`src/rtl/memdep_pkg.sv`:
```
package memdep_pkg;

   typedef enum logic [3:0] {
      OP_NOP       = 4'd0,
      OP_INSERT    = 4'd1,
      OP_INSERT_NS = 4'd2,
      OP_BARRIER   = 4'd3,
      OP_REGS_RDY  = 4'd4,
      OP_NS_GO     = 4'd5,
      OP_RESCHED   = 4'd6,
      OP_REPLAY    = 4'd7,
      OP_COMPLETE  = 4'd8,
      OP_SQUASH    = 4'd9
   } mdu_op_e;

   typedef enum logic [1:0] {
      K_LOAD  = 2'd0,
      K_STORE = 2'd1,
      K_FULLB = 2'd2,
      K_WRB   = 2'd3
   } mdu_kind_e;

endpackage

```
`src/rtl/memdep_pick.sv`:
```
module memdep_pick #(
   parameter int N          = 16,
   parameter bit HIGH_FIRST = 1'b0,
   localparam int IW        = (N > 1) ? $clog2(N) : 1
) (
   input  logic [N-1:0]  req,
   output logic          any,
   output logic [IW-1:0] idx
);

   initial begin
      if (N < 2) $fatal(1, "memdep_pick: N must be at least 2");
   end

   assign any = |req;

   generate
      if (HIGH_FIRST) begin : g_high
         always_comb begin
            idx = '0;
            for (int i = 0; i < N; i++)
               if (req[i]) idx = IW'(i);
         end
      end else begin : g_low
         always_comb begin
            idx = '0;
            for (int i = N - 1; i >= 0; i--)
               if (req[i]) idx = IW'(i);
         end
      end
   endgenerate

endmodule

```
`src/rtl/memdep_cam.sv`:
```
module memdep_cam #(
   parameter int N     = 16,
   parameter int SEQ_W = 16,
   localparam int IW   = $clog2(N)
) (
   input  logic [N-1:0]            valid,
   input  logic [N-1:0][SEQ_W-1:0] seq,
   input  logic [SEQ_W-1:0]        key,
   output logic [N-1:0]            hit,
   output logic                    any,
   output logic [IW-1:0]           idx
);

   initial begin
      if (SEQ_W < 2) $fatal(1, "memdep_cam: SEQ_W must be at least 2");
   end

   // zero is never a real sequence number
   always_comb begin
      for (int i = 0; i < N; i++)
         hit[i] = valid[i] && (seq[i] == key) && (key != '0);
   end

   memdep_pick #(.N(N), .HIGH_FIRST(1'b0)) u_pick (
      .req (hit),
      .any (any),
      .idx (idx)
   );

endmodule

```
`src/rtl/memdep_rank.sv`:
```
module memdep_rank #(
   parameter int N   = 16,
   localparam int IW = $clog2(N),
   localparam int CW = $clog2(N + 1)
) (
   input  logic [N-1:0]         keep,
   input  logic [N-1:0][IW-1:0] rank,
   output logic [N-1:0][IW-1:0] new_rank,
   output logic [CW-1:0]        keep_count
);

   logic [N-1:0][CW-1:0] older;

   // position of each survivor = number of surviving entries ahead of it
   always_comb begin
      for (int i = 0; i < N; i++) begin
         older[i] = '0;
         for (int j = 0; j < N; j++)
            older[i] = older[i] + CW'(keep[j] && (rank[j] < rank[i]));
         new_rank[i] = older[i][IW-1:0];
      end
   end

   always_comb begin
      keep_count = '0;
      for (int j = 0; j < N; j++)
         keep_count = keep_count + CW'(keep[j]);
   end

endmodule

```
`src/rtl/memdep_sched.sv`:
```
module memdep_sched
   import memdep_pkg::*;
#(
   parameter int ENTRIES = 16,
   parameter int SEQ_W   = 16,
   parameter int TID_W   = 1,
   localparam int IW     = $clog2(ENTRIES),
   localparam int CW     = $clog2(ENTRIES + 1)
) (
   input  logic             clk,
   input  logic             rst_n,
   input  logic             cmd_valid,
   input  logic [3:0]       cmd_op,
   input  logic [SEQ_W-1:0] cmd_seq,
   input  logic [TID_W-1:0] cmd_tid,
   input  logic [1:0]       cmd_kind,
   input  logic             cmd_regs_rdy,
   input  logic [SEQ_W-1:0] pred_seq,
   output logic             rdy_valid,
   input  logic             rdy_ready,
   output logic [SEQ_W-1:0] rdy_seq
);

   initial begin
      if (ENTRIES < 2 || (1 << IW) != ENTRIES)
         $fatal(1, "memdep_sched: ENTRIES must be a power of two >= 2");
      if (TID_W < 1) $fatal(1, "memdep_sched: TID_W must be >= 1");
   end

   // ---------------- entry state ----------------
   logic [ENTRIES-1:0]            e_valid, e_regs, e_mem, e_hasp;
   logic [ENTRIES-1:0]            e_pend, e_rsq, e_go;
   logic [ENTRIES-1:0][SEQ_W-1:0] e_seq;
   logic [ENTRIES-1:0][TID_W-1:0] e_tid;
   logic [ENTRIES-1:0][1:0]       e_kind;
   logic [ENTRIES-1:0][IW-1:0]    e_prod, e_rank;

   logic             lb_act, sb_act;
   logic [SEQ_W-1:0] lb_seq, sb_seq;

   mdu_op_e op;
   assign op = mdu_op_e'(cmd_op);

   // ---------------- slot allocation ----------------
   logic          free_any;
   logic [IW-1:0] free_idx;
   logic          is_ins, ins_ok;

   memdep_pick #(.N(ENTRIES), .HIGH_FIRST(1'b0)) u_free (
      .req (~e_valid),
      .any (free_any),
      .idx (free_idx)
   );

   assign is_ins = cmd_valid && (op == OP_INSERT || op == OP_INSERT_NS || op == OP_BARRIER);
   assign ins_ok = is_ins && free_any;

   // ---------------- lookup of the command's own entry ----------------
   logic [ENTRIES-1:0] cmd_hit;
   logic               cmd_hit_any;
   logic [IW-1:0]      cmd_idx;

   memdep_cam #(.N(ENTRIES), .SEQ_W(SEQ_W)) u_cmd_cam (
      .valid (e_valid),
      .seq   (e_seq),
      .key   (cmd_seq),
      .hit   (cmd_hit),
      .any   (cmd_hit_any),
      .idx   (cmd_idx)
   );

   // ---------------- producer selection and lookup ----------------
   logic [SEQ_W-1:0]   prod_key;
   logic [ENTRIES-1:0] prod_cap, prod_hit;
   logic               prod_found;
   logic [IW-1:0]      prod_idx;

   always_comb begin
      if (cmd_kind == K_LOAD && lb_act)       prod_key = lb_seq;
      else if (cmd_kind == K_STORE && sb_act) prod_key = sb_seq;
      else                                    prod_key = pred_seq;
   end

   // only stores and barriers can hold waiters
   always_comb begin
      for (int i = 0; i < ENTRIES; i++)
         prod_cap[i] = e_valid[i] && (e_kind[i] != K_LOAD);
   end

   memdep_cam #(.N(ENTRIES), .SEQ_W(SEQ_W)) u_prod_cam (
      .valid (prod_cap),
      .seq   (e_seq),
      .key   (prod_key),
      .hit   (prod_hit),
      .any   (prod_found),
      .idx   (prod_idx)
   );

   // ---------------- output selection ----------------
   logic [ENTRIES-1:0] head_v;
   logic               rp_any, pd_any, fire, pop_rp, pop_pd;
   logic [IW-1:0]      rp_idx, pd_idx, out_idx;

   always_comb begin
      for (int i = 0; i < ENTRIES; i++)
         head_v[i] = e_valid[i] && e_rsq[i] && e_go[i] && (e_rank[i] == '0);
   end

   memdep_pick #(.N(ENTRIES), .HIGH_FIRST(1'b0)) u_head (
      .req (head_v),
      .any (rp_any),
      .idx (rp_idx)
   );

   memdep_pick #(.N(ENTRIES), .HIGH_FIRST(1'b0)) u_pend (
      .req (e_pend & e_valid),
      .any (pd_any),
      .idx (pd_idx)
   );

   assign out_idx   = rp_any ? rp_idx : pd_idx;
   assign rdy_valid = rp_any || pd_any;
   assign rdy_seq   = e_seq[out_idx];
   assign fire      = rdy_valid && rdy_ready;
   assign pop_rp    = fire && rp_any;
   assign pop_pd    = fire && !rp_any;

   // ---------------- removal and wakeup ----------------
   logic [ENTRIES-1:0] kill, wake, keep_rq;

   always_comb begin
      for (int i = 0; i < ENTRIES; i++) begin
         kill[i] = 1'b0;
         if (cmd_valid && op == OP_COMPLETE && cmd_hit[i]) kill[i] = 1'b1;
         if (cmd_valid && op == OP_SQUASH && e_valid[i] && e_tid[i] == cmd_tid &&
             e_seq[i] > cmd_seq) kill[i] = 1'b1;
      end
   end

   always_comb begin
      for (int i = 0; i < ENTRIES; i++) begin
         wake[i]    = e_valid[i] && e_hasp[i] && kill[e_prod[i]] && !kill[i];
         keep_rq[i] = e_rsq[i] && !kill[i] && !(pop_rp && rp_idx == IW'(i));
      end
   end

   logic [ENTRIES-1:0][IW-1:0] nrank;
   logic [CW-1:0]              kcount;

   memdep_rank #(.N(ENTRIES)) u_rank (
      .keep       (keep_rq),
      .rank       (e_rank),
      .new_rank   (nrank),
      .keep_count (kcount)
   );

   // ---------------- entry update ----------------
   always_ff @(posedge clk) begin
      if (!rst_n) begin
         e_valid <= '0; e_regs <= '0; e_mem <= '0; e_hasp <= '0;
         e_pend  <= '0; e_rsq  <= '0; e_go  <= '0;
         e_seq   <= '0; e_tid  <= '0; e_kind <= '0;
         e_prod  <= '0; e_rank <= '0;
      end else begin
         for (int i = 0; i < ENTRIES; i++) begin
            if (kill[i]) begin
               e_valid[i] <= 1'b0;
               e_pend[i]  <= 1'b0;
               e_rsq[i]   <= 1'b0;
               e_go[i]    <= 1'b0;
               e_hasp[i]  <= 1'b0;
            end else if (ins_ok && free_idx == IW'(i)) begin
               e_valid[i] <= 1'b1;
               e_seq[i]   <= cmd_seq;
               e_tid[i]   <= cmd_tid;
               e_kind[i]  <= cmd_kind;
               e_rsq[i]   <= 1'b0;
               e_go[i]    <= 1'b0;
               e_rank[i]  <= '0;
               e_prod[i]  <= prod_idx;
               e_regs[i]  <= cmd_regs_rdy && (op != OP_BARRIER);
               if (op == OP_INSERT && !prod_found) begin
                  e_hasp[i] <= 1'b0;
                  e_mem[i]  <= 1'b1;
                  e_pend[i] <= cmd_regs_rdy;
               end else begin
                  e_hasp[i] <= (op == OP_INSERT);
                  e_mem[i]  <= 1'b0;
                  e_pend[i] <= 1'b0;
               end
            end else if (e_valid[i]) begin
               e_rank[i] <= nrank[i];
               if (wake[i]) begin
                  e_hasp[i] <= 1'b0;
                  e_mem[i]  <= 1'b1;
                  if (e_regs[i]) e_pend[i] <= 1'b1;
               end
               if (cmd_valid && cmd_hit[i]) begin
                  case (op)
                     OP_REGS_RDY: begin
                        e_regs[i] <= 1'b1;
                        if (e_mem[i]) e_pend[i] <= 1'b1;
                     end
                     OP_NS_GO: e_pend[i] <= 1'b1;
                     OP_RESCHED: if (!e_rsq[i]) begin
                        e_rsq[i]  <= 1'b1;
                        e_go[i]   <= 1'b0;
                        e_rank[i] <= kcount[IW-1:0];
                     end
                     default: ;
                  endcase
               end
               if (cmd_valid && op == OP_REPLAY && e_rsq[i]) e_go[i] <= 1'b1;
               if (e_rsq[i] && !keep_rq[i]) begin
                  e_rsq[i] <= 1'b0;
                  e_go[i]  <= 1'b0;
               end
               if (pop_pd && pd_idx == IW'(i)) e_pend[i] <= 1'b0;
            end
         end
      end
   end

   // ---------------- barrier flags ----------------
   logic cmp_bar;
   assign cmp_bar = cmd_valid && op == OP_COMPLETE && cmd_hit_any &&
                    (e_kind[cmd_idx] == K_FULLB || e_kind[cmd_idx] == K_WRB);

   always_ff @(posedge clk) begin
      if (!rst_n) begin
         lb_act <= 1'b0; sb_act <= 1'b0;
         lb_seq <= '0;   sb_seq <= '0;
      end else if (ins_ok && op == OP_BARRIER) begin
         if (cmd_kind == K_FULLB) begin
            lb_act <= 1'b1; lb_seq <= cmd_seq;
            sb_act <= 1'b1; sb_seq <= cmd_seq;
         end else if (cmd_kind == K_WRB) begin
            sb_act <= 1'b1; sb_seq <= cmd_seq;
         end
      end else if (cmp_bar) begin
         if (lb_seq == cmd_seq) lb_act <= 1'b0;
         if (sb_seq == cmd_seq) sb_act <= 1'b0;
      end
   end

   // ---------------- assertions ----------------
   p_full_bar_r2: assert property (@(posedge clk) disable iff (!rst_n)
      (ins_ok && op == OP_BARRIER && cmd_kind == K_FULLB) |=>
      (lb_act && sb_act && lb_seq == $past(cmd_seq) && sb_seq == $past(cmd_seq)));

   p_wr_bar_r2: assert property (@(posedge clk) disable iff (!rst_n)
      (ins_ok && op == OP_BARRIER && cmd_kind == K_WRB) |=>
      (sb_act && sb_seq == $past(cmd_seq) && $stable(lb_act)));

   p_nodep_r4: assert property (@(posedge clk) disable iff (!rst_n)
      (ins_ok && op == OP_INSERT && !prod_found && cmd_regs_rdy) |=> rdy_valid);

   p_wait_r5: assert property (@(posedge clk) disable iff (!rst_n)
      (ins_ok && op == OP_INSERT && prod_found) |=>
      (!e_pend[$past(free_idx)] && !e_mem[$past(free_idx)]));

   p_bar_clear_r7: assert property (@(posedge clk) disable iff (!rst_n)
      (cmd_valid && op == OP_COMPLETE && cmd_hit_any && sb_act && sb_seq == cmd_seq) |=> !sb_act);

   p_out_live_r10: assert property (@(posedge clk) disable iff (!rst_n)
      rdy_valid |-> e_valid[out_idx]);

   // squash leaves nothing younger in the squashed thread
   logic             sq_q;
   logic [TID_W-1:0] sq_tid_q;
   logic [SEQ_W-1:0] sq_pt_q;
   logic             young_left;

   always_ff @(posedge clk) begin
      if (!rst_n) begin
         sq_q <= 1'b0; sq_tid_q <= '0; sq_pt_q <= '0;
      end else begin
         sq_q     <= cmd_valid && op == OP_SQUASH;
         sq_tid_q <= cmd_tid;
         sq_pt_q  <= cmd_seq;
      end
   end

   always_comb begin
      young_left = 1'b0;
      for (int i = 0; i < ENTRIES; i++)
         if (e_valid[i] && e_tid[i] == sq_tid_q && e_seq[i] > sq_pt_q) young_left = 1'b1;
   end

   always_ff @(posedge clk) begin
      if (rst_n && sq_q) begin
         p_squash_r9: assert (!young_left);
      end
   end

endmodule

```
`config.mk`:
```
export PLATFORM = sky130hd
export DESIGN_NAME = memdep_sched
export DESIGN_NICKNAME = d
export VERILOG_FILES = /design/src/rtl/memdep_pkg.sv /design/src/rtl/memdep_pick.sv /design/src/rtl/memdep_cam.sv /design/src/rtl/memdep_rank.sv /design/src/rtl/memdep_sched.sv
export SDC_FILE = /design/constraint.sdc
export NUM_CORES = 2
export LEC_CHECK = 0
export BUFFER_PORTS_ARGS = -buffer_cell sky130_fd_sc_hd__buf_2
export CORE_MARGIN = 2
export CORE_UTILIZATION = 30
export DETAILED_ROUTE_END_ITERATION = 8
export SETUP_SLACK_MARGIN = 0.1
export SYNTH_ARGS = -nofsm -noshare
export SYNTH_HDL_FRONTEND = slang
export SYNTH_SLANG_ARGS = --single-unit
export TNS_END_PERCENT = 100
```
`constraint.sdc`:
```
create_clock -name clk -period 9.95 [get_ports clk]
set_input_delay 0.995 -clock clk [delete_from_list [all_inputs] [get_ports clk]]
set_output_delay 0.995 -clock clk [all_outputs]
set_load 0.005 [all_outputs]
```
* Word level (Yosys, flattened, before mapping)
Cells that the tools add are included.
** Word-level totals
- Output and inout bits :: 17
- Register bits after elaboration :: 578
- Word-level logic and storage cells :: 2535
- Bits of input ports :: 44
** Operators by class
- Equal/unequal tests :: 128
- Add/subtract/negate cells :: 255
- Muxes and demuxes :: 631
- Reduce and logical (&&, ||, !) cells :: 1016
- Magnitude comparators :: 290
- Bitwise gates (word level) :: 19
** Operators with widths (number)
- $lt 4x4->1 :: 256
- $add 4x1->4 :: 238
- $mux 4 :: 161
- $logic_and 1x1->1 :: 639
- $eq 16x16->1 :: 34
- $mux 1 :: 430
- $gt 16x16->1 :: 16
- $reduce_bool 2->1 :: 116
- $reduce_and 4->1 :: 32
- $eq 4x4->1 const B :: 26
- $reduce_and 3->1 :: 34
- $reduce_and 2->1 :: 50
- $reduce_bool 3->1 :: 32
- $lt 4x5->1 const B :: 18
- $mux 16 :: 5
- $reduce_or 16->1 :: 5
- $logic_not 4->1 :: 19
- $bmux 1 s4 :: 16
- $bmux 16 s4 :: 1
- $eq 4x3->1 const B :: 16
- $ne 3x1->1 const B :: 17
- $logic_not 1->1 :: 50
- $reduce_or 3->1 :: 16
- $add 1x1->2 :: 17
- 17 further kinds :: 95

* Depth between registers and ports, before layout
- Depth in word-level cells :: 44
- Gate-level depth with buffers :: 32

* Cells and area by module
From an unflattened synthesis, not the netlist that was laid out.
** Unflattened totals
- Cell total of the unflattened synthesis :: 7301
- Area, all modules :: 58960.3 um^2
** By module, submodules not included
- memdep_sched :: instances 1, area each 34837.2 um^2, sequential area each 11571.1 um^2, cells an instance 4433
- memdep_rank :: instances 1, area each 16947.5 um^2, sequential area each 0.0 um^2, cells an instance 1918
- memdep_cam :: instances 2, area each 3146.8 um^2, sequential area each 0.0 um^2, cells an instance 390
- memdep_pick :: instances 5, area each 176.4 um^2, sequential area each 0.0 um^2, cells an instance 34

* Worst setup path before layout
Ideal clock, no wire load.
- Path type :: in2reg
- From :: in cmd_seq[10]
- To :: reg e_rank[6] (netlist name)
- Setup slack :: 2.071 ns
- Data arrival time :: 7.752 ns
- Stages :: 26
- Path through :: clkbuf_1 > clkbuf_1 > inv_1 > ha_1 > and4_1 > a2111oi_0 > o31ai_1 > a2bb2oi_1 > o22a_1 > clkbuf_1 > clkbuf_1 > o211a_1 > clkbuf_1 > nand3_1 > fa_1 > fa_1 > fa_1 > fa_1 > fa_1 > fa_1 > xor2_1 > nor2_1 > a21oi_1 > nor2_1 > a21oi_1 > nor2_1
** Between the ends
- Cells in the longest elaborated chain, start to end :: 30
** Ends and longest elaborated chain
- start, declared :: RTL line memdep_sched.sv:14 : input logic [SEQ_W-1:0] cmd_seq,
- branches (longest 30 deep; another with $gt 16x16->1)
- end signal, assigned by index :: RTL line memdep_sched.sv:192 : e_rank[i] <= nrank[i];
- end signal, assigned by index :: RTL line memdep_sched.sv:208 : e_rank[i] <= kcount[IW-1:0];
- end, declared :: RTL line memdep_sched.sv:36 : logic [ENTRIES-1:0][IW-1:0] e_prod, e_rank;
Several ways; the timed one is not identified. The select of a mux whose other input is x is not followed.
A chain may end at the register's enable or synchronous reset.

* Worst setup path in the final report
- From :: in cmd_seq[9]
- To :: reg e_rank[6] (netlist name)
The elaborated chain is that of the path after synthesis.

==> implementation parameters <==
Parameter                              Value

Synthesis
  Top_reg_cell synth ... dfxtp_1
  Synth top cells by count ... 1111 x nand2_1, 829 x ha_1, 708 x a21oi_1, 578 x dfxtp_1, 386 x nor2_1
  Library cell occupying the most area in the post-synthesis netlist ... dfxtp_1
  Share of the synthesized area in the top cell type ... 19.60%
  Count of different cell masters after synthesis ... 111
  Warnings, synthesis ... 0
  #FFs+latches synth ... 578
  Synthesized instance count ... 7469
  Dominant cells by area after synthesis ... dfxtp_1 20%, ha_1 18%, nand2_1 7.1%, a21oi_1 6.0%, fa_1 5.4%
  Combined area of all synthesized cells ... 59020 sq um
  Count of flip-flops with a built-in enable after synthesis ... 0
  Net count after synthesis ... 8500
  Sequential area share after synthesis ... 19.60%
  Per-instance average area after synthesis ... 7.902 sq um
  Post-synthesis async set-or-reset flop share ... 0%
  Dominant cell by count in the synthesized netlist ... nand2_1

Cells and area
  Count of nets after finishing ... 8467
  Area of all sequential standard cells ... 11570 sq um
  Total area of multi-input combinational cells ... 44520 sq um
  Proportion of layout cells with a drive suffix above 1 ... 8.617%
  Post-route standard cell area excluding fillers ... 65710 sq um
  Filler cells ... 20576
  Area Overhead vs Synth ... 11.32%

Place
  Total half-perimeter wirelength after legalization and detailed placement ... 248300 microns
  DP Area ... 63090 sq um
  Input/output buffers ... 60
  Routability-driven placement congestion ratio ... 1.080

Clock tree
  Clock tree from TritonCTS ... done
  Insertion delay of the later-clocked pin in the worst-skew pair ... 0.71 ns
  Clock edge transition at the registers on the reported setup and hold paths ... 0.06 ns
  CTS Hold Buffers Added ... 0
  CTS sink cnt ... 578
  Count of buffers added by post-CTS timing repair for setup ... 0
  Maximum level of the CTS H-tree ... 3
  Number of instances resized during post-cts repair ... 0
  Cell chosen for the clock root ... clkbuf_16
  Max Root-Sink Buffers ... 3
  Number of buffers inserted during clock tree synthesis ... 77

STA
  Sum of negative setup slack ... 0 ns
  Fraction of the cycle the final worst path needs ... 82.38%
  Max-slew headroom at the worst pin ... 16.53%
  Unrepaired setup endpoints after global routing ... no
  Post-route minimum period ... 8.197 ns
  Max Slew Vio Count ... 0
  Number of hold violations in the final report ... 0
  Tightest Pin Transition ... 1.242 ns
  Max Freq ... 0.1220 GHz
  Final setup violating endpoints ... 0
  Worst Clk Skew ... 0.03977 ns

Floorplan
  Number of standard-cell rows in the floorplan ... 162
  Die X-Extent ... 447.6 microns
  Number of top-level pins ... 61
  Die height ... 447.6 microns
  Effective utilization at floorplan ... 30.24%
  Floorplan core area ... 195200 sq um
  Die area ... 200300 sq um

Critical path
  Cell seen most often among critical-path stages ... fa_1
  CP Buf/Inv Count ... 4
  Slowest stage cell on the critical path ... o211a_1
  Worst EP arrival ... 8.76 ns
  Category of the worst setup path capture point ... flip-flop
  Critical path required time ... 10.51 ns
  Kind of start point of the critical path ... input port
  Crit path largest cell delay ... 0.71 ns
  Largest driver fanout on the critical path ... 12
  Family of cells with the greatest summed delay on the critical path ... adder cells
  Critical path class ... in -> reg

Power and ir drop
  Power per cell area ... 90.17 nW/um^2
  Leakage component of the power ... 24.81 nW
  Largest voltage drop on the vdd net ... 126.2 uV
  Switching power ... 0.001739 W
  Part of the power in combinational logic ... 10.8%
  Net Sw Frac ... 29.35%
  Power Internal ... 0.004186 W
  Share of power burned in the clock network ... 49.9%
  Portion of total power attributed to sequential cells ... 39.3%

Detailed routing
  Routed vias ... 63322
  Number of nets with antenna violations after routing ... 0
  Routed length per placed instance ... 33.19 microns
  Number of DRC violations after detailed-routing iteration 0 ... 7994
  DRT Wirelength ... 336200 microns
  Via density per instance ... 6.251
  Detailed-route DRC error count ... 0
  Number of iterations in the first detailed-routing pass ... 7

Global route
  Number of antenna violations at the first check in global routing ... 18
  Total global routing overflow ... 0
  Pin count of the biggest net entering global routing ... 93
  Number of global-route vias before repair ... 59883
  First-pass GRT wire length ... 463900 microns
  Overall fraction of global-route tracks in use ... 32.52%

Run
  Number of maximum-capacitance violations ... 0

Min path
  Path class of the lowest-slack min-delay path ... reg -> reg

Outcome
  Status ... complete, no violations
-- final cells by class --
cell class                      instances  share of cell area (%)
Multi-Input combinational cell       6087                   67.76
Sequential cell                       578                   17.61
Tap cell                             2624                   4.997
Timing Repair Buffer                  336                   3.637
Clock buffer                          116                   3.511
Inverter                              356                   2.045
Clock inverter                         24                  0.4056
Antenna cell                            9                 0.03428
-- power by group through the flow --
stage	logic, W	clock network (W)	registers, W
floorplan	0.000313	0	0.00237
global placement	0.000600	0	0.00238
detailed placement	0.000600	0	0.00238
CTS	0.000602	0.00296	0.00233
global route	0.000639	0.00305	0.00233
finish	0.000638	0.00296	0.00233
-- through the flow --
step	hold slack, ns	utilization (%)	cells	total power, W	setup slack [ns]
6_report	0.4477	33.66	10130	0.005925	1.753
5_1_grt	0.4674	33.65	10121	0.006017	1.577
4_1_cts	0.4494	33.64	10120	0.005891	1.943
3_5_place_dp	0.4411	32.32	9980	0.002980	1.234
3_3_place_gp	0.4348	32.32	9980	0.002980	1.250
2_1_floorplan	0.4283	-	7469	0.002686	2.071
-- cell families after synthesis --
| kind of cell | count (synthesis) | share of synthesized area (%) |
|---|---|---|
| AND/OR/NAND/NOR | 2745 | 22.82 |
| AO/OA/AOI/OAI | 1870 | 20.39 |
| adder cells (fa/ha/maj) | 987 | 22.93 |
| buffers and inverters | 804 | 5.380 |
| flip-flops | 578 | 19.60 |
| multiplexers | 272 | 5.705 |
| XOR/XNOR | 213 | 3.161 |
-- registers in the layout, summed over array words and instances, names as in the netlist, 32 cells and up --
signal,cells
e_prod,64
e_seq,256
e_rank,64
e_kind,32
-- worst paths after layout --
| path | slack (ns) | from | end | cells past startpoint |
|---|---|---|---|---|
| max | 1.75 | cmd_seq[9] | e_rank[6] | 25 |
| min reg2reg | 0.45 | e_kind[26] | e_kind[26] | 2 |
| max reg2reg | 1.81 | e_rank[52] | e_rank[11] | 26 |
| min | 0.45 | e_kind[26] | e_kind[26] | 2 |
-- tightest hold or removal path, stage by stage, from the launching register on --
cell and delay [ns]:
dfxtp_1 0.31, nand2_1 0.05, a21oi_1 0.05
-- per-layer routing --
metal  up-vias  GRT usage (%)  routed length [microns]
li1      27001              -                        -
met1     30678          39.00                   126000
met2      4290          49.50                   143200
met3      1345          7.224                    33150
met4         8          27.09                    33800
met5         -              0                       60
-- cells in the final DEF (no fill, tap or decap), types with 158 or more instances in the layout --
cell,netlist,layout
mux2i_1,207,207
o21ai_0,348,348
nand3_1,187,187
nand2_1,1111,1107
nor2b_1,187,185
a21oi_1,708,703
ha_1,829,829
inv_1,353,353
buf_4,12,276
nor2_1,386,371
fa_1,158,158
dfxtp_1,578,578
Note: power is estimated with default switching activity, not from simulation.
